[src/rtl/fag_pkg.sv]
package fag_pkg;
  localparam int DATA_W = 8;

  typedef enum logic [1:0] {
    LVL_NONE = 2'b00,
    LVL_ONE  = 2'b01,
    LVL_TWO  = 2'b10
  } prot_lvl_e;

  typedef enum logic [1:0] {
    MODE_PAR  = 2'b00,
    MODE_TEST = 2'b01,
    MODE_SER  = 2'b10,
    MODE_BAD  = 2'b11
  } acc_mode_e;

  // control byte field positions (decoded by the level logic)
  localparam int L2_LSB  = 2;
  localparam int CLR_LSB = 4;
  localparam int L1_LSB  = 6;
  localparam logic [DATA_W-1:0] RSVD_MASK = 8'h03;
endpackage

[src/rtl/fag_cfg_loader.sv]
module fag_cfg_loader
  import fag_pkg::*;
#(
  parameter int ADDR_W = 16
) (
  input  logic              clk_i,
  input  logic              rst_ni,
  input  logic [DATA_W-1:0] flash_rdata_i,
  input  logic              upd_i,
  input  logic [DATA_W-1:0] upd_data_i,
  output logic              load_re_o,
  output logic              ready_o,
  output logic [DATA_W-1:0] cfg_o
);
  typedef enum logic [1:0] {ST_FETCH, ST_CAPT, ST_RUN} ld_st_e;
  ld_st_e st_q;
  logic [DATA_W-1:0] cfg_q;

  always_ff @(posedge clk_i or negedge rst_ni) begin
    if (!rst_ni) begin
      st_q  <= ST_FETCH;
      cfg_q <= '0;
    end else begin
      unique case (st_q)
        ST_FETCH: st_q <= ST_CAPT;
        ST_CAPT: begin
          cfg_q <= flash_rdata_i;
          st_q  <= ST_RUN;
        end
        default: if (upd_i) cfg_q <= upd_data_i;
      endcase
    end
  end

  assign load_re_o = (st_q == ST_FETCH);
  assign ready_o   = (st_q == ST_RUN);
  assign cfg_o     = cfg_q;
endmodule

[src/rtl/fag_level_decode.sv]
module fag_level_decode
  import fag_pkg::*;
(
  input  logic [DATA_W-1:0] cfg_i,
  input  logic              valid_i,
  output prot_lvl_e         level_o
);
  logic [1:0] l2_pair, l1_pair, clr_pair;
  assign l2_pair  = cfg_i[L2_LSB +: 2];
  assign l1_pair  = cfg_i[L1_LSB +: 2];
  assign clr_pair = cfg_i[CLR_LSB +: 2];

  always_comb begin
    if (!valid_i)              level_o = LVL_TWO;   // strictest until loaded
    else if (clr_pair == 2'b00) level_o = LVL_NONE;
    else if (l2_pair != 2'b11)  level_o = LVL_TWO;
    else if (l1_pair != 2'b11)  level_o = LVL_ONE;
    else                        level_o = LVL_NONE;
  end
endmodule

[src/rtl/fag_access_gate.sv]
module fag_access_gate
  import fag_pkg::*;
(
  input  prot_lvl_e  level_i,
  input  logic       ready_i,
  input  logic [1:0] mode_i,
  input  logic       we_i,
  output logic       grant_o
);
  logic ok;
  always_comb begin
    unique case (acc_mode_e'(mode_i))
      MODE_PAR:  ok = (level_i == LVL_NONE);
      MODE_TEST: ok = !we_i && (level_i != LVL_TWO);
      MODE_SER:  ok = 1'b1;
      default:   ok = 1'b0;
    endcase
  end
  assign grant_o = ready_i && ok;
endmodule

[src/rtl/flash_access_guard.sv]
module flash_access_guard
  import fag_pkg::*;
#(
  parameter int                ADDR_W    = 16,
  parameter logic [ADDR_W-1:0] CTRL_ADDR = 16'hFFDB
) (
  input  logic              clk_i,
  input  logic              rst_ni,
  input  logic              req_i,
  input  logic              req_we_i,
  input  logic [1:0]        req_mode_i,
  input  logic [ADDR_W-1:0] req_addr_i,
  input  logic [7:0]        req_wdata_i,
  output logic              rsp_valid_o,
  output logic [7:0]        rsp_rdata_o,
  output logic              denied_o,
  output logic              ready_o,
  output logic [1:0]        level_o,
  output logic              flash_re_o,
  output logic              flash_we_o,
  output logic [ADDR_W-1:0] flash_addr_o,
  output logic [7:0]        flash_wdata_o,
  input  logic [7:0]        flash_rdata_i
);
  logic              load_re, ready, grant, hit_ctrl, wr_ok;
  logic [DATA_W-1:0] cfg, wdata_eff;
  prot_lvl_e         level;
  logic              vld_q, den_q, rd_ok_q;

  assign hit_ctrl  = (req_addr_i == CTRL_ADDR);
  assign wdata_eff = hit_ctrl ? (req_wdata_i | RSVD_MASK) : req_wdata_i;
  assign wr_ok     = req_i && req_we_i && grant;

  fag_cfg_loader #(.ADDR_W(ADDR_W)) u_loader (
    .clk_i, .rst_ni,
    .flash_rdata_i,
    .upd_i      (wr_ok && hit_ctrl),
    .upd_data_i (wdata_eff),
    .load_re_o  (load_re),
    .ready_o    (ready),
    .cfg_o      (cfg)
  );

  fag_level_decode u_dec (
    .cfg_i   (cfg),
    .valid_i (ready),
    .level_o (level)
  );

  fag_access_gate u_gate (
    .level_i (level),
    .ready_i (ready),
    .mode_i  (req_mode_i),
    .we_i    (req_we_i),
    .grant_o (grant)
  );

  assign flash_re_o    = load_re || (req_i && !req_we_i && grant);
  assign flash_we_o    = wr_ok;
  assign flash_addr_o  = load_re ? CTRL_ADDR : req_addr_i;
  assign flash_wdata_o = wdata_eff;

  always_ff @(posedge clk_i or negedge rst_ni) begin
    if (!rst_ni) begin
      vld_q   <= 1'b0;
      den_q   <= 1'b0;
      rd_ok_q <= 1'b0;
    end else begin
      vld_q   <= req_i;
      den_q   <= req_i && !grant;
      rd_ok_q <= req_i && !req_we_i && grant;
    end
  end

  assign rsp_valid_o = vld_q;
  assign denied_o    = den_q;
  assign rsp_rdata_o = rd_ok_q ? flash_rdata_i : 8'h00;
  assign ready_o     = ready;
  assign level_o     = level;
endmodule

[config.mk]
export PLATFORM = sky130hd
export DESIGN_NAME = flash_access_guard
export DESIGN_NICKNAME = d
export VERILOG_FILES = /design/src/rtl/fag_pkg.sv /design/src/rtl/fag_cfg_loader.sv /design/src/rtl/fag_level_decode.sv /design/src/rtl/fag_access_gate.sv /design/src/rtl/flash_access_guard.sv
export SDC_FILE = /design/constraint.sdc
export NUM_CORES = 1
export LEC_CHECK = 0
export ABC_AREA = 0
export CAP_MARGIN = 25
export CORE_MARGIN = 5
export CORE_UTILIZATION = 25
export CTS_CLUSTER_DIAMETER = 100
export DETAILED_ROUTE_END_ITERATION = 8
export GPL_TIMING_DRIVEN = 0
export PLACE_DENSITY = 0.74
export SLEW_MARGIN = 15
export SYNTH_ARGS = -nofsm -noshare
export SYNTH_HDL_FRONTEND = slang
export SYNTH_SLANG_ARGS = --single-unit
[constraint.sdc]
create_clock -name clk_i -period 1.47 [get_ports clk_i]
set_input_delay 0.147 -clock clk_i [delete_from_list [all_inputs] [get_ports clk_i]]
set_output_delay 0.147 -clock clk_i [all_outputs]
set_load 0.02 [all_outputs]
==> impl_metrics.json <==
{
  "drc": 0,
  "finalInstanceArea_sq_mm": 0.00179,
  "combPwrFrac": 0.402,
  "critical_path_class": "flip-flop to primary output",
  "hold_viol": 0,
  "r2r_setup_slack_ps": -250,
  "grt_max_degree": 12,
  "h-tree-depth": 1,
  "holdCritPathClass": "primary input to async pin",
  "synth.distinct_cells": 25,
  "fin_crit_sh": 1.22,
  "netlist_area_sq_um": 822,
  "viasPerCell": 4.40,
  "drt_iter0_markers": 15,
  "cts_buffers": 3,
  "port_buffers": 76,
  "synth_top_cell_by_area": "dfrtp_1",
  "fp.dieW_um": 67.3,
  "drv_slew": 0,
  "clock_skew_ps": 1.45,
  "finalSetupTns_ps": -5530,
  "multi_input_area_sq_um": 546,
  "required_ps": 1320,
  "cp-endpoint": "flash_re_o",
  "grt_pass1_wl_um": 5060,
  "endpoint_kind": "primary output",
  "fin_cells": 238,
  "clkPwrFrac": 0.229,
  "seq_power_share": 0.369,
  "ys_warn_count": 0,
  "tightest_slew_ps": 486,
  "seq_area_frac_synth": 0.335,
  "synth_common_cells": "15 x or2_2, 12 x nand3_1, 11 x dfrtp_1",
  "r2r_cells": 7,
  "start_util": 0.265,
  "ctsLongestPathBuffers": 2,
  "fillers": 295,
  "synth_nets": 139,
  "synth_edf_count": 0,
  "core_region_area_sq_mm": 0.00310,
  "clock_sinks": 11,
  "finalWeightedCongestion": 0.777,
  "cp_max_fo": 4,
  "grt_setup_unrepaired": "yes",
  "dieArea_sq_mm": 0.00453,
  "synthCells": 101,
  "placedCellCount": 221,
  "rows": 20,
  "fin_crit_ps": 1800,
  "r2r-start": "u_loader.st_q[0]",
  "antenna_found_initial": 0,
  "grt_pass1_vias": 1097,
  "drtPass1Iterations": 4,
  "syn-mean-instance-area_sq_um": 8.14,
  "arrival_ps": 1650,
  "yosysMostFrequentCell": "or2_2",
  "whs_ps": 208,
  "p_sw_mw": 0.268,
  "reg2reg_to": "u_loader.cfg_o[3]",
  "worst_slack_ps": -328,
  "drive_gt1_frac": 0.443,
  "io_pins": 77,
  "critPathLaunchType": "flip-flop",
  "ys.flop_type": "dfrtp_1",
  "swShare": 0.304,
  "leakage_nw": 0.862,
  "cts.clk_slew.worst_paths_ps": 70,
  "setup_violations": 25,
  "via_count": 1048,
  "dp_hpwl_um": 2590,
  "die_h_um": 67.3,
  "ys_ff_latch": 11,
  "antenna_left": 0,
  "wl_per_cell_um": 13.9,
  "fmax_mhz": 556,
  "cts_tree": "done",
  "overflow": 0,
  "syn_to_final_growth_pct": 118,
  "yosys-top-cells-area": "dfrtp_1 33%, or2_2 11%, nand3_1 7.3%",
  "fin_nets": 233,
  "cp-startpoint": "u_loader.st_q[0]",
  "status": "complete, but fails checks",
  "grtUsageTotal": 0.145,
  "power.internal_mw": 0.612,
  "clock_latency_ps": 260,
  "drv_cap": 0,
  "placed_area_sq_mm": 0.00167,
  "p_per_area_mw_per_mm2": 491,
  "yosysTopAreaCellShare": 0.335,
  "routed_wl_um": 3300,
  "async_flop_share": 1.00,
  "violations": "setup timing",
  "fin_total_pwr_mw": 0.880,
  "relSlewSlack": 0.675,
  "seqCellArea_sq_um": 279,
  "diodes": 0,
  "cts_root_buf": "clkbuf_4",
  "ir_drop_mv": 0.273
}
-- logic make-up (layout without fill, tap and decap cells) --
kind of cell	Yosys count	count (layout)	synth area share
compound gates	5	5	0.0472
simple gates	73	73	0.530
flops	11	11	0.335
buf+inv	12	105	0.0883
-- per-stage QoR --
stage	util	worst slack, ps
6_report	0.578	-328
5_1_grt	0.578	-397
4_1_cts	0.548	-341
3_5_place_dp	0.538	-754
3_3_place_gp	0.538	-719
2_1_floorplan	-	-70.2
-- worst min-delay path by stage --
stage,startpoint,endpoint,slack (ps),cells after the start
floorplan,rst_ni,denied_o,-150,0
global placement,rst_ni,u_loader.cfg_o[7],500,1
detailed placement,u_loader.cfg_o[6],u_loader.cfg_o[6],500,2
CTS,rst_ni,u_loader.cfg_o[7],220,1
global route,rst_ni,u_loader.cfg_o[7],240,1
finish,rst_ni,u_loader.cfg_o[6],210,1
-- cell type report --
cell class              instances  share of cell area
flip-flops and latches         11               0.156
well taps                      44              0.0307
clock buffers                   3              0.0126
inverters                       2             0.00418
plain buffers                   9              0.0342
multi-input cells              78               0.304
clock inverters                 1             0.00279
repair buffers                 90               0.456
-- sequential cells by signal, summed over array words and instances (netlist names) --
| name | flops |
|---|---|
| denied_o | 1 |
| rd_ok_q | 1 |
| rsp_valid_o | 1 |
| u_loader.cfg_o | 6 |
| u_loader.st_q | 2 |
-- cell usage in the layout (no fill, tap or decap), types with 8 or more instances in the layout --
cell	count
nand3_1	12
buf_4	22
clkdlybuf4s50_1	23
nand2_1	8
dfrtp_1	8
or2_2	12
dlygate4sd2_1	16
buf_6	19
and2_1	9
-- metal layers --
| metal | global-route usage | vias up | wire length [um] |
|---|---|---|---|
| met5 | 0 | - | 0 |
| met4 | 0.0304 | 0 | 0 |
| met3 | 0.0483 | 0 | 435 |
| met2 | 0.270 | 62 | 1580 |
| met1 | 0.157 | 464 | 1290 |
| li1 | - | 522 | - |
-- power groups by stage --
stage | sequential (mW) | combinational (mW) | clock, mW
after floorplan | 0.332 | 0.138 | 0
after global placement | 0.330 | 0.360 | 0
after detailed placement | 0.330 | 0.366 | 0
after CTS | 0.324 | 0.331 | 0.208
after global routing | 0.327 | 0.379 | 0.227
final | 0.325 | 0.353 | 0.202
-- worst max-delay path, cell delays in order, from the launching register on --
cell and delay (ps):
dfrtp_2 450, and4b_2 330, a221oi_4 70, nor2_2 150, nand2_1 100, o21ai_2 140
buf_6 130
-- repair_timing --
item | in CTS | in global routing
hold buffers | 0 | 0
pin swaps | 12 | 7
setup buffers | 9 | 3
cloned | 1 | 1
setup endpoints to repair | 44 | 28
resized for setup | 149 | 52
Note: power is estimated with default switching activity, not from simulation.
